<file path="config.mk">
export PLATFORM = sky130hd
export DESIGN_NAME = lpm_seq
export DESIGN_NICKNAME = d
export VERILOG_FILES = /design/src/rtl/lpm_seq.sv
export SDC_FILE = /design/constraint.sdc
export NUM_CORES = 1
export LEC_CHECK = 0
export ABC_AREA = 1
export BUFFER_PORTS_ARGS = -buffer_cell sky130_fd_sc_hd__buf_2
export CORE_MARGIN = 10
export CORE_UTILIZATION = 45
export DETAILED_ROUTE_END_ITERATION = 12
export PLACE_DENSITY = 0.73
export SYNTH_ARGS = -nofsm -noshare
export SYNTH_HDL_FRONTEND = slang
export SYNTH_SLANG_ARGS = --single-unit
</file>
<file path="constraint.sdc">
create_clock -name clk -period 4.2 [get_ports clk]
set_input_delay 0.21 -clock clk [delete_from_list [all_inputs] [get_ports clk]]
set_output_delay 0.21 -clock clk [all_outputs]
set_load 0.05 [all_outputs]
</file>
<file path="src/rtl/lpm_seq.sv">
module lpm_seq #(
  parameter int NIRQ       = 6,
  parameter int NWAKE      = 3,
  parameter int BASE_LOG2  = 13,
  parameter int SHORT_LOG2 = 10
) (
  input  logic            clk,
  input  logic            res_n,
  input  logic            stby_n,
  input  logic            sleep_req,
  input  logic            ssby_sel,
  input  logic [2:0]      settle_sel,
  input  logic            nmi,
  input  logic            nmi_mask,
  input  logic [NIRQ-1:0] irq,
  input  logic [NIRQ-1:0] irq_en,
  input  logic            irq_mask,
  output logic            cpu_clk_en,
  output logic            per_clk_en,
  output logic            per_rst,
  output logic            osc_en,
  output logic            irq_start,
  output logic            rst_start,
  output logic [1:0]      mode
);

  localparam int CW = BASE_LOG2 + 6;
  localparam logic [NIRQ-1:0] SB_LINES = NIRQ'((64'd1 << NWAKE) - 64'd1);

  typedef enum logic [2:0] {S_ACT, S_SLP, S_SSB, S_SET, S_RST, S_HWS} st_t;

  st_t            st;
  logic [CW-1:0]  cnt;
  logic           wake_slp, wake_sb;

  function automatic logic [CW-1:0] settle_len(input logic [2:0] code);
    if (code < 3'd6) settle_len = CW'(64'd1 << (BASE_LOG2 + int'(code)));
    else             settle_len = CW'(64'd1 << (SHORT_LOG2 + int'(code) - 6));
  endfunction

  assign wake_slp = (nmi & ~nmi_mask) | ((|(irq & irq_en)) & ~irq_mask);
  assign wake_sb  = (nmi & ~nmi_mask) | ((|(irq & irq_en & SB_LINES)) & ~irq_mask);

  always_ff @(posedge clk) begin
    irq_start <= 1'b0;
    rst_start <= 1'b0;
    if (!stby_n)           st <= S_HWS;
    else if (st == S_HWS)  st <= S_RST;
    else if (!res_n)       st <= S_RST;
    else begin
      case (st)
        S_RST: begin
          st        <= S_ACT;
          rst_start <= 1'b1;
        end
        S_ACT: if (sleep_req) st <= ssby_sel ? S_SSB : S_SLP;
        S_SLP: if (wake_slp) begin
          st        <= S_ACT;
          irq_start <= 1'b1;
        end
        S_SSB: if (wake_sb) begin
          st  <= S_SET;
          cnt <= settle_len(settle_sel) - CW'(1);
        end
        S_SET: begin
          if (cnt == '0) begin
            st        <= S_ACT;
            irq_start <= 1'b1;
          end else begin
            cnt <= cnt - CW'(1);
          end
        end
        default: st <= S_RST;
      endcase
    end
  end

  assign cpu_clk_en = (st == S_ACT) || (st == S_RST);
  assign per_clk_en = (st == S_ACT) || (st == S_RST) || (st == S_SLP);
  assign per_rst    = (st == S_SSB) || (st == S_SET) || (st == S_HWS) || (st == S_RST);
  assign osc_en     = (st != S_SSB) && (st != S_HWS);
  assign mode       = (st == S_SLP) ? 2'd1 :
                      (st == S_SSB || st == S_SET) ? 2'd2 :
                      (st == S_HWS) ? 2'd3 : 2'd0;

endmodule

</file>
==> results of run 1 <==
==> power breakdown <==
part / switching (mW) / internal (mW) / total (mW)
clock network: 0.0762 / 0.0838 / 0.160
registers: 0.00256 / 0.259 / 0.262
logic: 0.0767 / 0.0414 / 0.118
==> critical path, stage by stage (launching register included) <==
cell and delay (ps):
dfxtp_1 500, nand2_2 110, nor2_4 300, nand2_1 160
ha_1 240, o211ai_1 180, inv_2 110, nand3_4 140
nor2_4 60, nand2_1 60, nand2_1 50
==> cell usage in the layout (no fill, tap or decap), types with 6 or more instances in the layout <==
master    count
nand3_1      21
nand2_1      78
xnor2_1       7
nand2_2       9
edfxtp_1     19
nor2_4        6
inv_1        36
nor2_2        9
buf_2        30
nor2_1       40
==> final timing paths <==
kind	start	to	slack [ps]	cells after the start
setup / recovery	st[0]	cnt[14]	2060	10
hold / removal	stby_n	st[0]	140	2
setup reg to reg	st[0]	cnt[14]	2060	10
hold reg to reg	cnt[0]	cnt[0]	620	1
==> flip-flops by register name, summed over array words and instances (netlist names) <==
name       flops
irq_start      1
st             3
cnt           19
rst_start      1
==> area by class of cell <==
cell class	count	area, um^2
multi-input combinational	212	1124
tap	52	65.06
sequential	24	670.6
clock buffer	4	55.05
timing repair buffer	31	157.7
inverter	41	156.4
fill	420	2096
==> logic make-up (layout without fill, tap and decap cells) <==
group                      Yosys count  in the layout  synth area share, %
buffers and inverters               45             76                9.811
adders and majority gates            4              4                2.516
AOI/OAI and AO/OA                   14             14                4.214
xor gates and xnor gates             9              9                3.962
and+or+nand+nor                    185            185                45.78
DFF                                 24             24                33.71
==> routing by layer <==
layer  GRT usage (%)  vias up
met2           19.87       38
met5               0        -
met3           1.126        5
met4           4.418        0
met1           14.30      796
li1                -      950
==> per-stage QoR <==
stage | setup WS, ps | hold slack [ps] | power, mW | instance area, um^2 | instances
after global routing | 1842 | 135.5 | 0.5707 | 2228 | 364
after global placement | 2080 | 419.0 | 0.3830 | 2173 | 360
after detailed placement | 2076 | 423.9 | 0.3849 | 2173 | 360
after floorplan | 2071 | 294.2 | 0.3561 | 1989 | 281
final | 2056 | 143.0 | 0.5399 | 2228 | 364
after CTS | 2060 | 140.8 | 0.5437 | 2228 | 364
==> summary.md, run 1 <==
| Metric | Value |
|---|---|
| Result of the run | `complete, no violations` |
| Core area | `0.004324 mm^2` |
| Hold Fails Final Rpt | `0` |
| GRT Residual Overflow | `0` |
| Largest area contributor in the netlist | `edfxtp_1` |
| CTS Buf Count | `3` |
| Setup Fix Bufs, Post-CTS | `0` |
| Ys flop type | `edfxtp_1` |
| Asr flop ratio synth | `0%` |
| Max Freq | `around 470 MHz` |
| Root Buffer | `clkbuf_8` |
| Synth Net Count | `308` |
| Most numerous cell in the Yosys netlist | `nand2_1` |
| Final Skew | `around 2.9 ps` |
| Initial core utilization | `46.01%` |
| Wl on met1 | `1972 um` |
| Post-synth EDFFs | `19` |
| Layout cell share with drive strength beyond 1 | `24.68%` |
| Pins over their slew limit | `0` |
| Commonest cells in the netlist | `nand2_1, nor2_1, inv_1` |
| CTS Sinks | `24` |
| Largest net degree at the start of global routing | `20` |
| Worst min path class | `in2reg` |
| Startpoint Class | `register` |
| Max Cap Viol | `0` |
| Via count | `1,789` |
| GP Congestion | `between 0.9 and 1` |
| RSZ-0062 raised after global routing | `false` |
| Minimum clock period | `2144 ps` |
| Top routing layer in use | `met4` |
| DRT iter0 DRCs | `92` |
| Static leakage | `1.111 nW` |
| Final setup vio count | `0` |
| Max VDD drop | `0.1067 mV` |
| Overall die area | `0.007481 mm^2` |
| Met2 WL | `1999 um` |
| DP HPWL | `3478 um` |
| Total track usage | `a little under an eighth` |
| Slew headroom | `73.77%` |
| Met3 routed WL | `156 um` |
| Post-synthesis register bit count | `24` |
| Library cells used by synthesis | `31` |
| Initial antenna violation count | `0` |
| CP max FO | `14` |
| Critical path class | `reg2reg` |
| Drt wl/cell | `11.52 um` |
| Yosys top cell area share | `28.68%` |
| Number of global-route vias before repair | `1,676` |
| Global-route wire length before repair | `roughly 7200 um` |
| Critical Path RT | `around 4200 ps` |
| Core Rows | `24` |
| Synthesis-to-layout area growth | `12.01%` |
| Clock transition at the registers of the reported paths | `90 ps` |
| CTS Hold Bufs | `0` |
| Critical path arrival | `2180 ps` |
| Total Wirelength | `~4200 um` |
| Ant. Diodes | `0` |
| Clk buf depth | `2` |
| Seq/Total Area, Yosys | `33.71%` |
| Fin util | `51.53%` |
| DRT Pass-1 Iters | `5` |
| I/O Pins | `31` |
| Avg Synthesized Cell Area | `7.080 um^2` |
| Synth warn | `0` |
| Syn Std Cell Area | `0.001989 mm^2` |
| CTS tree | `done` |
| Cell Pwr Density | `242.3 mW/mm^2` |
| Clock latency on the worst-skew pair | `270 ps` |
| Final period util | `51.05%` |
| Port Buf Inserts | `30` |
| Die W | `86.49 um` |
| Synth Instances | `~280` |
| Avg Vias per Cell | `4.915` |
| Slew @ Worst Pin | `about 400 ps` |
| Synth top area cells | `edfxtp_1, nand2_1, nor2_1, inv_1, nand3_1` |
| # DRC | `0` |
| Die height | `just under 90 um` |
| Clock H-tree levels | `1` |
| CP endpoint kind | `register` |
| Setup TNS | `0 ps` |
| Post_cts resized | `0` |
| Antenna viol nets, final | `0` |
| Layout Nets | `340` |
No activity file was read; power rests on OpenSTA's default activity.
==> inputs of run 2 (changes only) <==
--- a/config.mk
+++ b/config.mk
@@ -10,7 +10,7 @@
 export CORE_MARGIN = 10
 export CORE_UTILIZATION = 45
 export DETAILED_ROUTE_END_ITERATION = 12
-export PLACE_DENSITY = 0.73
+export PLACE_DENSITY = 0.75
 export SYNTH_ARGS = -nofsm -noshare
 export SYNTH_HDL_FRONTEND = slang
 export SYNTH_SLANG_ARGS = --single-unit
==> constraint.sdc (replaced) <==
create_clock -name clk -period 1.75 [get_ports clk]
set_input_delay 0.0875 -clock clk [delete_from_list [all_inputs] [get_ports clk]]
set_output_delay 0.0875 -clock clk [all_outputs]
set_load 0.05 [all_outputs]
==> run 2 against run 1 <==
Effect of this change:
- total power increased to 2.6 times the previous value
- setup slack worse by 2100 ps
- fmax rose by 22%
- count of clock-buffer cells in the layout did not move
- the flow now finishes with violations (negative setup slack)
- routed wire length is 17% higher
- cell area grew 17%
- clock power grew to 2.7 times the previous value
==> summary.md, run 2 (same netlist as run 1, synthesis figures left out) <==
| Metric | Value |
|---|---|
| Result of the run | `finished, violations left` |
| Failing checks | `negative setup slack` |
| Antenna viol nets, final | `0` |
| Die W | `just under 90 um` |
| CP endpoint kind | `register` |
| CP max-delay cell | `dfxtp_4` |
| Max FFs per register | `19` |
| Fillers | `385` |
| Core area | `0.004324 mm^2` |
| Startpoint Class | `register` |
| Most common cell after layout, fill and taps aside | `nand2_1` |
| Static leakage | `between 1 and 1.5 nW` |
| Pins over their slew limit | `0` |
| DP HPWL | `3800 um` |
| Most frequent cells in the layout | `nand2_1, inv_1, buf_2, buf_4, nor2_1` |
| Ant. Diodes | `0` |
| Setup ws final | `-0.7543 ps` |
| Largest net degree at the start of global routing | `20` |
| CP Cell Sequence | `nand2_4 > nor2_4 > buf_6 > nand2_4 > ha_4 > o211ai_1 > inv_2 > nand3_4 > buf_4 > xnor2_1` |
| Clock latency on the worst-skew pair | `270 ps` |
| DRT Pass-1 Iters | `5` |
| I/O Pins | `31` |
| Total power | `1.399 mW` |
| Max Freq | `roughly 570 MHz` |
| Initial core utilization | `roughly 46%` |
| CTS Hold Bufs | `0` |
| Port Buf Inserts | `30` |
| Cell Pwr Density | `536.3 mW/mm^2` |
| CTS Sinks | `24` |
| Avg Vias per Cell | `between 4 and 5` |
| Slew @ Worst Pin | `approximately 340 ps` |
| Core Rows | `24` |
| Via count | `1,959` |
| Layout Nets | `369` |
| Final setup vio count | `1` |
| Drt wl/cell | `12.53 um` |
| CTS tree | `done` |
| Max VDD drop | `0.2626 mV` |
| DRT iter0 DRCs | `88` |
| Clk buf depth | `2` |
| Critical path arrival | `1780 ps` |
| Hold Fails Final Rpt | `0` |
| Minimum clock period | `1751 ps` |
| Top Registers | `cnt (19), st (3)` |
| CTS Buf Count | `3` |
| Layout cell share with drive strength beyond 1 | `38.12%` |
| RSZ-0062 raised after global routing | `true` |
| Placed Area | `between 0.002 and 0.0025 mm^2` |
| Critical Path RT | `1780 ps` |
| Initial antenna violation count | `0` |
| Total track usage | `12.44%` |
| Critical path class | `reg2reg` |
| Final period util | `100.0%` |
| Final Skew | `between 3 and 4 ps` |
| Number of global-route vias before repair | `1,850` |
| Clock H-tree levels | `1` |
| Synthesis-to-layout area growth | `31.13%` |
| # DRC | `0` |
| Worst hold path startpoint | `stby_n` |
| Worst reg2reg startpoint | `st[0]` |
| Reg area | `679.4 um^2` |
| GRT Residual Overflow | `0` |
| GP Congestion | `0.9179` |
| Worst min path class | `in2reg` |
| Most used cell, CP | `nand2_4` |
| CP max FO | `6` |
| Total Wirelength | `4926 um` |
| Area occupied by multi-input gates | `between 0.001 and 0.0015 mm^2` |
| Setup crit start | `st[0]` |
| Overall die area | `0.007481 mm^2` |
| Die height | `86.49 um` |
| CP max stage delay | `390 ps` |
| Clock transition at the registers of the reported paths | `90 ps` |
| Slew headroom | `between 70 and 80%` |
| Max Cap Viol | `0` |
| Root Buffer | `clkbuf_8` |
| Design area | `0.002609 mm^2` |
| Global-route wire length before repair | `7852 um` |
| Biggest register | `cnt` |
| Reg2reg setup slack | `-0.8 ps` |
## run 2: changes by cell type in the layout (fill, tap and decap cells not counted), moves of 5 or more
cell	before	now
nor2_4	6	11
nand2_1	78	73
nor2_2	9	17
nor2_1	40	27
buf_4	1	28
## run 2: layout make-up
cell class              count  area share (%)
repair buffers             60           15.25
multi-input cells         212           47.67
flip-flops and latches     24           26.04
well taps                  52           2.494
inverters                  41           5.995
clock buffers               4           2.542
## run 2: what timing repair did
item,4_1_cts,5_1_grt
pin swaps,1,10
setup endpoints to repair,26,29
setup buffers,0,4
resized for setup,2,31
endpoints found under the hold margin,0,0
## run 2: routing by layer
layer / share of wire, % / vias to the layer above / track usage (%) / routed length [um]
li1: - / 1008 / - / -
met1: 43 / 903 / 14.53 / 2105
met2: 51 / 41 / 22.08 / 2495
met3: 5.0 / 7 / 2.533 / 244
met4: 1.6 / 0 / 3.829 / 80
met5: 0 / - / 0 / 0
## run 2: worst max-delay path, delay by kind of cell (launching register included)
kind | cells | cell delay (ps)
adder cells (fa/ha/maj) | 1 | 160
buffers and inverters | 3 | 360
flip-flops | 1 | 390
XOR/XNOR | 1 | 50
AO/OA/AOI/OAI | 1 | 140
AND/OR/NAND/NOR | 4 | 410
## run 2: report_power, final
part           internal, mW  total (mW)  leakage, nW  switching, mW
combinational         0.129       0.335         1.06          0.206
clock                 0.249       0.439       0.0339          0.190
sequential            0.620       0.625        0.196        0.00463
total                 0.998        1.40         1.29          0.401
## run 2: worst paths after layout
kind / cells past startpoint / endpoint
setup / recovery: 10 / cnt[8]
hold / removal: 2 / st[0]
setup reg to reg: 10 / cnt[8]
hold reg to reg: 2 / rst_start
## run 2: per-stage QoR
| stage | hold slack, ps | TNS [ps] | setup slack (ps) | util (%) | std cells |
|---|---|---|---|---|---|
| 2_1_floorplan | 171.7 | 0 | 6.879 | - | 281 |
| 3_3_place_gp | 301.1 | -44.63 | -20.93 | 55.27 | 385 |
| 3_5_place_dp | 296.8 | -700.1 | -60.59 | 55.27 | 385 |
| 4_1_cts | 0.1585 | 0 | 12.94 | 56.86 | 389 |
| 5_1_grt | 3.565 | -787.6 | -113.0 | 60.33 | 393 |
| 6_report | 0.9482 | -0.7543 | -0.7543 | 60.33 | 393 |
==> inputs of run 3 (changes only) <==
--- a/config.mk
+++ b/config.mk
@@ -14,3 +14,4 @@
 export SYNTH_ARGS = -nofsm -noshare
 export SYNTH_HDL_FRONTEND = slang
 export SYNTH_SLANG_ARGS = --single-unit
+export TNS_END_PERCENT = 20
==> run 3 against run 2 <==
Effect of this change:
- the run now ends clean
- via count is 2.2% lower
- setup slack better by 11 ps
- clock skew is 2.0 ps lower
- count of clock-buffer cells in the layout stayed put
- total power hardly changed
- non-clock buffer count is 1 higher
- cell area is 1.5% lower
- critical path depth stayed put
- die area stayed put
- fmax is 0.65% higher
- first-iteration DRC count is 6.8% higher
- clock power is 0.9% higher
- critical path type unchanged
- critical endpoint is now cnt[12]
- largest power group unchanged
==> summary.md, run 3 (same netlist as run 1, synthesis figures left out) <==
| Metric | Value |
|---|---|
| Result of the run | `complete, no violations` |
| Die height | `slightly below 90 um` |
| Worst min path class | `in2reg` |
| DRT Pass-1 Iters | `4` |
| RSZ-0062 raised after global routing | `true` |
| Initial core utilization | `a little under half` |
| Most common cell after layout, fill and taps aside | `nand2_1` |
| Synthesis-to-layout area growth | `29.18%` |
| Hold Fails Final Rpt | `0` |
| Startpoint Class | `register` |
| Overall die area | `0.007481 mm^2` |
| Design area | `0.002570 mm^2` |
| Core Rows | `24` |
| Root Buffer | `clkbuf_8` |
| Critical Path RT | `1790 ps` |
| Layout cell share with drive strength beyond 1 | `37.13%` |
| Clock transition at the registers of the reported paths | `90 ps` |
| DRT iter0 DRCs | `between 90 and 100` |
| Antenna viol nets, final | `0` |
| Cell Pwr Density | `544.1 mW/mm^2` |
| Placed Area | `about 0.0024 mm^2` |
| Setup TNS | `0 ps` |
| Initial antenna violation count | `0` |
| Max VDD drop | `between 0.2 and 0.3 mV` |
| Avg Vias per Cell | `4.863` |
| Critical path arrival | `between 1500 and 2000 ps` |
| CP max-delay cell | `dfxtp_2` |
| Ant. Diodes | `0` |
| Total track usage | `12.69%` |
| CTS tree | `done` |
| Static leakage | `1.290 nW` |
| Most frequent cells in the layout | `nand2_1, inv_1, buf_2, nor2_1, buf_4` |
| Biggest register | `cnt` |
| Via count | `1,916` |
| Pins over their slew limit | `0` |
| CTS Sinks | `24` |
| Total Wirelength | `4767 um` |
| CP Cell Sequence | `nand2_4 > nor2_4 > nand2_2 > ha_2 > o211ai_1 > inv_2 > nand3_4 > nor2_4 > nand3_1 > nand2_1` |
| Met3 routed WL | `between 200 and 250 um` |
| Drt wl/cell | `12.10 um` |
| Clock H-tree levels | `1` |
| CTS Buf Count | `3` |
| Max FFs per register | `19` |
| Number of global-route vias before repair | `about 1.9k` |
| GP Congestion | `0.9024` |
| Global-route wire length before repair | `8031 um` |
| Largest net degree at the start of global routing | `20` |
| Layout Nets | `370` |
| CP max FO | `6` |
| Die W | `86.49 um` |
| Met2 WL | `between 2000 and 2500 um` |
| Hold Slack | `92.40 ps` |
| DP HPWL | `3669 um` |
| Slew headroom | `80.19%` |
| # DRC | `0` |
| GRT Residual Overflow | `0` |
| Minimum clock period | `1739 ps` |
| Final period util | `between 90 and 100%` |
| Final setup vio count | `0` |
| Wl on met1 | `2144 um` |
| Slew @ Worst Pin | `~290 ps` |
| Most used cell, CP | `nor2_4` |
| Top Registers | `cnt (19), st (3)` |
| Top routing layer in use | `met4` |
| Critical path class | `reg2reg` |
| Port Buf Inserts | `30` |
| CP endpoint kind | `register` |
| Max Freq | `~570 MHz` |
| Core area | `0.004324 mm^2` |
| I/O Pins | `31` |
| Clock latency on the worst-skew pair | `270 ps` |
| Clk buf depth | `2` |
| Max Cap Viol | `0` |
| Final Skew | `~1.5 ps` |
| CP max stage delay | `~400 ps` |
## run 3: final cells by class
class / instances / area, um^2
Sequential cell: 24 / 676.9
Fill cell: 396 / 1754
Multi-Input combinational cell: 212 / 1206
Timing Repair Buffer: 61 / 399.1
Inverter: 41 / 156.4
Clock buffer: 4 / 66.31
Tap cell: 52 / 65.06
## run 3: per-stage QoR
step	cells	worst slack (ps)	power (mW)	util, %
after floorplan	281	-98.22	0.8558	-
after CTS	391	0.2486	1.387	57.12
after global routing	394	-148.7	1.468	59.43
after detailed placement	385	-54.54	0.9475	54.83
after global placement	385	-27.97	0.9434	54.83
final	394	10.61	1.398	59.43
## run 3: where the power goes
group | internal (mW) | total (mW) | switching [mW]
sequential | 0.622 | 0.627 | 0.00488
combinational | 0.126 | 0.329 | 0.202
clock | 0.249 | 0.443 | 0.194
total | 0.997 | 1.40 | 0.401
## run 3: worst max-delay path, delay by kind of cell, from the launching register on
family,cells,cell delay [ps]
buffers and inverters,1,100
adder cells (fa/ha/maj),1,180
AO/OA/AOI/OAI,1,140
flip-flops,1,400
AND/OR/NAND/NOR,7,670
## run 3: repair_timing
item / 4_1_cts / 5_1_grt
pin swaps: 1 / 12
setup buffers: 1 / 2
resized for setup: 2 / 25
hold endpoints to repair: 1 / 0
gates cloned: 0 / 1
endpoints found under the setup margin: 26 / 28
hold buffers: 1 / 0
## run 3: path summary, 6_finish.rpt
path / from / endpoint / slack (ps) / depth (start not counted)
hold / removal: res_n / st[0] / 90 / 3
setup reg to reg: st[1] / cnt[12] / 10 / 10
hold reg to reg: st[0] / rst_start / 500 / 1
setup / recovery: st[1] / cnt[12] / 10 / 10
## run 3: routing by layer
layer,global-route usage [%],vias up
li1,-,1005
met1,15.53,870
met2,22.21,34
met3,2.533,7
met4,2.798,0
met5,0,-
